### src/rtl/sar_pkg.sv
package sar_pkg;

  typedef enum logic [1:0] {
    PH_IDLE = 2'd0,
    PH_CONV = 2'd1,
    PH_ACQ  = 2'd2
  } phase_t;

  function automatic logic rose(input logic now_v, input logic was_v);
    return now_v & ~was_v;
  endfunction

  function automatic logic fell(input logic now_v, input logic was_v);
    return ~now_v & was_v;
  endfunction

endpackage

### src/rtl/sar_pin_sampler.sv
module sar_pin_sampler #(
  parameter int N = 3
) (
  input  logic         clk,
  input  logic         rst_n,
  input  logic [N-1:0] pins,
  input  logic [N-1:0] rst_val,
  output logic [N-1:0] lvl,
  output logic [N-1:0] prv
);

  for (genvar i = 0; i < N; i++) begin : g_pin
    always_ff @(posedge clk or negedge rst_n) begin
      if (!rst_n) begin
        lvl[i] <= rst_val[i];
        prv[i] <= rst_val[i];
      end else begin
        lvl[i] <= pins[i];
        prv[i] <= lvl[i];
      end
    end
  end

endmodule

### src/rtl/sar_conv_timer.sv
module sar_conv_timer #(
  parameter int CYCLES = 40
) (
  input  logic clk,
  input  logic rst_n,
  input  logic start,
  input  logic abort,
  output logic busy,
  output logic done
);

  localparam int CW = (CYCLES > 1) ? $clog2(CYCLES) : 1;

  logic [CW-1:0] cnt;

  always_ff @(posedge clk or negedge rst_n) begin
    if (!rst_n) begin
      cnt  <= '0;
      busy <= 1'b0;
    end else if (start) begin
      cnt  <= CW'(CYCLES - 1);
      busy <= 1'b1;
    end else if (abort) begin
      busy <= 1'b0;
    end else if (busy) begin
      if (cnt == '0) busy <= 1'b0;
      else           cnt  <= cnt - 1'b1;
    end
  end

  assign done = busy && (cnt == '0);

endmodule

### src/rtl/sar_shift_out.sv
module sar_shift_out #(
  parameter int BITS = 18
) (
  input  logic            clk,
  input  logic            rst_n,
  input  logic            load,
  input  logic [BITS-1:0] word,
  input  logic            begin_rd,
  input  logic            shift,
  input  logic            stop,
  input  logic            clear,
  output logic            active,
  output logic            msb,
  output logic [$clog2(BITS)-1:0] cnt
);

  localparam int CW = $clog2(BITS);

  logic [BITS-1:0] sreg;
  logic            spent;

  always_ff @(posedge clk or negedge rst_n) begin
    if (!rst_n) begin
      sreg   <= '0;
      cnt    <= '0;
      active <= 1'b0;
      spent  <= 1'b1;
    end else if (load) begin
      sreg   <= word;
      cnt    <= '0;
      active <= 1'b0;
      spent  <= 1'b0;
    end else if (clear) begin
      active <= 1'b0;
      spent  <= 1'b1;
    end else if (active) begin
      if (stop) begin
        active <= 1'b0;
        spent  <= 1'b1;
      end else if (shift) begin
        if (cnt == CW'(BITS - 1)) begin
          active <= 1'b0;
          spent  <= 1'b1;
        end else begin
          sreg <= {sreg[BITS-2:0], 1'b0};
          cnt  <= cnt + 1'b1;
        end
      end
    end else if (begin_rd && !spent) begin
      active <= 1'b1;
    end
  end

  assign msb = sreg[BITS-1];

endmodule

### src/rtl/sar_cs_port.sv
module sar_cs_port #(
  parameter int BITS        = 18,
  parameter int CONV_CYCLES = 40
) (
  input  logic            clk,
  input  logic            rst_n,
  input  logic            cnv,
  input  logic            sel_n,
  input  logic            sck,
  input  logic [BITS-1:0] sample,
  output logic            sdo,
  output logic            sdo_oe,
  output logic [1:0]      phase
);

  import sar_pkg::*;

  localparam int CW = $clog2(BITS);

  logic [2:0] pin_lvl, pin_prv;
  logic cnv_rise, cnv_fall, sel_rise, sel_fall, sck_fall;
  logic conv_start, conv_done, conv_abort, shift_en;
  logic t_busy, t_done, rd_active, rd_msb;
  logic [CW-1:0] bit_cnt;
  phase_t ph;

  sar_pin_sampler #(.N(3)) u_pins (
    .clk(clk), .rst_n(rst_n),
    .pins({sck, sel_n, cnv}),
    .rst_val(3'b010),
    .lvl(pin_lvl), .prv(pin_prv)
  );

  assign cnv_rise = rose(pin_lvl[0], pin_prv[0]);
  assign cnv_fall = fell(pin_lvl[0], pin_prv[0]);
  assign sel_rise = rose(pin_lvl[1], pin_prv[1]);
  assign sel_fall = fell(pin_lvl[1], pin_prv[1]);
  assign sck_fall = fell(pin_lvl[2], pin_prv[2]);

  assign conv_start = (ph == PH_IDLE) && cnv_rise && pin_lvl[1];
  assign conv_abort = (ph == PH_CONV) && cnv_fall;
  assign conv_done  = (ph == PH_CONV) && t_done && !cnv_fall;
  assign shift_en   = rd_active && sck_fall && !pin_lvl[1];

  always_ff @(posedge clk or negedge rst_n) begin
    if (!rst_n) ph <= PH_IDLE;
    else begin
      case (ph)
        PH_IDLE: if (conv_start) ph <= PH_CONV;
        PH_CONV: if (cnv_fall) ph <= PH_IDLE;
                 else if (conv_done) ph <= PH_ACQ;
        PH_ACQ:  if (cnv_fall) ph <= PH_IDLE;
        default: ph <= PH_IDLE;
      endcase
    end
  end

  sar_conv_timer #(.CYCLES(CONV_CYCLES)) u_timer (
    .clk(clk), .rst_n(rst_n),
    .start(conv_start), .abort(conv_abort),
    .busy(t_busy), .done(t_done)
  );

  sar_shift_out #(.BITS(BITS)) u_shift (
    .clk(clk), .rst_n(rst_n),
    .load(conv_done), .word(sample),
    .begin_rd((ph == PH_ACQ) && sel_fall),
    .shift(shift_en), .stop(sel_rise), .clear(cnv_fall),
    .active(rd_active), .msb(rd_msb), .cnt(bit_cnt)
  );

  assign sdo_oe = rd_active || ((ph == PH_IDLE) && !pin_lvl[0] && !pin_lvl[1]);
  assign sdo    = rd_active & rd_msb;
  assign phase  = ph;

endmodule

### config.mk
export PLATFORM = sky130hd
export DESIGN_NAME = sar_cs_port
export DESIGN_NICKNAME = d
export VERILOG_FILES = /design/src/rtl/sar_pkg.sv /design/src/rtl/sar_pin_sampler.sv /design/src/rtl/sar_conv_timer.sv /design/src/rtl/sar_shift_out.sv /design/src/rtl/sar_cs_port.sv
export SDC_FILE = /design/constraint.sdc
export NUM_CORES = 1
export LEC_CHECK = 0
export ABC_AREA = 1
export BUFFER_PORTS_ARGS = -buffer_cell sky130_fd_sc_hd__buf_4
export CAP_MARGIN = 10
export CORE_MARGIN = 3
export CORE_UTILIZATION = 45
export CTS_BUF_LIST = sky130_fd_sc_hd__clkbuf_2
export DETAILED_ROUTE_END_ITERATION = 12
export PLACE_DENSITY_LB_ADDON = 0.2
export SLEW_MARGIN = 20
export SYNTH_ARGS = -nofsm -noshare
export SYNTH_HDL_FRONTEND = slang
export SYNTH_SLANG_ARGS = --single-unit
### constraint.sdc
create_clock -name clk -period 2.18 [get_ports clk]
set_clock_uncertainty 0.2 [all_clocks]
set_input_delay 0.327 -clock clk [delete_from_list [all_inputs] [get_ports clk]]
set_output_delay 0.327 -clock clk [all_outputs]
set_load 0.01 [all_outputs]
==> run metrics <==
status=complete, no violations; worst min-delay path category=primary input to register; area of combinational cells with multiple inputs=947 sq um; P_sw=0.831 mW; design internal power=around 1.3 mW; source of the worst hold timing path=sample[12]; die area=5560 sq um; maximum number of buffers from clock root to sink=2; effective utilization at floorplan=47.6%; type of element capturing the critical path=primary output; cell type contributing the most total cell area after synthesis=sky130_fd_sc_hd__dfrtp_1; largest net degree at the start of global routing=41; total iterations of the first detailed-routing run=5; clock tree sinks=40; Sum Neg Setup Slack=0 ps; power share of the sequential group=50.0%; cell count after synthesis=280; Synth Area per Inst=7.56 sq um; cell types with the largest area share after synthesis=sky130_fd_sc_hd__dfrtp_1 44%, sky130_fd_sc_hd__nand2_1 23%, sky130_fd_sc_hd__nand4_1 7.7%; clock transition time at the flip-flop clock pins of the worst setup and hold paths=roughly 200 ps; core region area=roughly 4400 sq um; Post-layout nets=339; fraction of power spent switching nets=38.3%; actual transition at the worst max-transition pin=505 ps; DIE WIDTH=74.6 um; Gate power share=35.2%; Mapped Nets=306; Period Utilization, post-route=90.0%; reported max-cap violation count=0; Post-DRT Antenna Nets=0; largest fanout on the critical path=4; worst-case headroom to the max-slew limit=66.3%; final core utilization=around 55%; Inserted Diodes=0; endpoint required time on the critical path=1650 ps; Max Fclk=510 MHz; final RePlAce weighted congestion=0.849; static leakage=about 1.3 nW; DR vias/cell=approximately 5.0; Worst IR Drop VDD=496 uV; total via count after detailed routing=1813; # port buffers=26; worst slack on hold paths=44.4 ps; mapped cell area=2120 sq um; destination of the worst register-to-register timing path=u_timer.cnt[3]; Clk network pwr share=14.8%; post-synth top area share=43.7%; wire length of the first global-routing pass=~7500 um; TritonCTS clock tree=done; # Post-CTS Setup Buffers=0; area taken by flip-flops and latches=1000 sq um; crit path time final=just under 2000 ps; routed wirelength normalized by instance count=11.7 um; fill cell instance count of the final layout=440; area growth from synthesis to layout=15.7%; Chip Height=74.6 um; grt ovf=0; final-report setup violation count=0; number of antenna violations at the first check in global routing=0; critical path class=register to primary output; endpoint of the worst hold path=u_shift.sreg[12]; number of distinct library cell variants in the gate-level netlist after synthesis=23; worst reg2reg path depth=9; setup repair after global routing missed its margin=no; number of CTS-inserted buffers=5; Hold Crit Depth=5; total power=around 2.2 mW; total routing resource utilization after global routing=between 15 and 20%; HPWL after DPL=2940 um; root buf cell=sky130_fd_sc_hd__clkbuf_2; final wirelength=between 4000 and 5000 um; initial detailed-routing violation count=64; total DRC errors in the routed layout=0; power density relative to cell area=886 nW/um^2; Std-Cell Rows=24; final hold violation count=0; reg-to-reg startpoint=u_timer.cnt[0]; max-slew violation count=0; CTS H-Tree Depth=2; Clock Latency Late Sink=390 ps; fraction of layout cells with a size suffix above 1=16.6%; launching element of the worst setup path=u_pins.lvl[1]; number of global-route vias before repair=1702; data arrival time of the critical path=1430 ps; Top Ports=27; CP Launch Type=register; FF-to-FF setup slack=330 ps; #FFs+latches synth=40; sequential element share of the synthesized area=a little under half; Yosys warning total=0
[layout make-up]
class,count,share of cell area [%]
sequential,40,41.0
multi-input combinational,203,38.7
timing repair buffer,38,12.2
inverter,25,3.83
tap,52,2.66
clock buffer,7,1.43
clock inverter,1,0.204
[critical path: stages (launching register included)]
cell	delay, ps
sky130_fd_sc_hd__dfstp_2	600
sky130_fd_sc_hd__inv_1	80
sky130_fd_sc_hd__a31o_2	240
sky130_fd_sc_hd__buf_4	140
[timing repair]
action,4_1_cts,5_1_grt
setup endpoints to repair,0,2
gates resized for setup,0,1
hold buffers,5,0
endpoints found under the hold margin,41,0
[cells in the final DEF, fill, tap and decap left out]
| cell type | count |
|---|---|
| sky130_fd_sc_hd__dfstp_2 | 3 |
| sky130_fd_sc_hd__xor2_1 | 3 |
| sky130_fd_sc_hd__nand4_1 | 26 |
| sky130_fd_sc_hd__nor2_4 | 1 |
| sky130_fd_sc_hd__a21oi_4 | 1 |
| sky130_fd_sc_hd__nand3_1 | 12 |
| sky130_fd_sc_hd__clkbuf_2 | 7 |
| sky130_fd_sc_hd__nand3b_1 | 1 |
| sky130_fd_sc_hd__a21oi_1 | 2 |
| sky130_fd_sc_hd__buf_4 | 33 |
| sky130_fd_sc_hd__nand2_2 | 2 |
| sky130_fd_sc_hd__nor2_1 | 8 |
| sky130_fd_sc_hd__nor2_2 | 2 |
| sky130_fd_sc_hd__clkinv_2 | 1 |
| sky130_fd_sc_hd__o21ai_0 | 8 |
| sky130_fd_sc_hd__nor3_1 | 1 |
| sky130_fd_sc_hd__nand2_4 | 1 |
| sky130_fd_sc_hd__inv_1 | 25 |
| sky130_fd_sc_hd__dfrtp_1 | 37 |
| sky130_fd_sc_hd__a31o_2 | 1 |
| sky130_fd_sc_hd__o21bai_1 | 1 |
| sky130_fd_sc_hd__dlygate4sd3_1 | 5 |
| sky130_fd_sc_hd__ha_1 | 3 |
| sky130_fd_sc_hd__nand2_1 | 130 |
[registers in the layout (all words and copies together), names as in the netlist]
signal,cells
u_pins.lvl,3
u_timer.busy,1
u_shift.active,1
u_shift.spent,1
phase,2
u_pins.prv,3
u_timer.cnt,6
u_shift.cnt,5
u_shift.sreg,18
[power by group through the flow]
stage / Combinational, mW / Clock [mW] / Sequential, mW
final: 0.764 / 0.321 / 1.09
after CTS: 0.767 / 0.337 / 1.08
after detailed placement: 0.758 / 0 / 1.10
after global placement: 0.742 / 0 / 1.09
after global routing: 0.901 / 0.362 / 1.11
after floorplan: 0.584 / 0 / 1.07
[stage by stage]
stage | instance area (sq um) | std cells | setup WS (ps)
after detailed placement | 2350 | 353 | 198
final | 2450 | 366 | 218
after global placement | 2350 | 353 | 272
after global routing | 2450 | 366 | 120
after floorplan | 2120 | 280 | 502
after CTS | 2440 | 366 | 167
[synthesized netlist by cell type (all sizes together)]
| library cell | instances |
|---|---|
| nand3 | 12 |
| nand3b | 1 |
| dfrtp | 37 |
| xor2 | 3 |
| dfstp | 3 |
| ha | 3 |
| a31o | 1 |
| nor3 | 1 |
| o21ai | 8 |
| o21bai | 1 |
| a21oi | 3 |
| buf | 10 |
| clkbuf | 2 |
| nor2 | 11 |
| nand4 | 26 |
| inv | 25 |
| nand2 | 133 |
[worst max-delay path by stage]
stage                endpoint  depth (start not counted)  slack [ps]
2_1_floorplan  u_shift.cnt[4]                         10         500
3_3_place_gp   u_shift.cnt[1]                          9         270
3_5_place_dp   u_shift.cnt[1]                          8         200
4_1_cts        u_shift.cnt[1]                          8         170
5_1_grt        u_timer.cnt[3]                          9         120
6_report               sdo_oe                          3         220
[layer usage]
metal  global-route usage, %  vias up  wire length (um)
met5                       0        -                 0
met4                    5.93        0                55
met3                    3.24        5               109
met2                    26.7       15              1960
met1                    24.4      832              2160
li1                        -      961                 -
[cell families (layout without fill, tap and decap cells)]
kind of cell	count (synthesis)	after routing	share of synthesized area [%]
AND/OR/NAND/NOR	184	184	37.6
flip-flops	40	40	47.5
buffers and inverters	37	71	8.04
AO/OA/AOI/OAI	13	13	3.90
adder cells (fa/ha/maj)	3	3	1.77
XOR/XNOR	3	3	1.24
No activity file was read; power rests on OpenSTA's default activity.
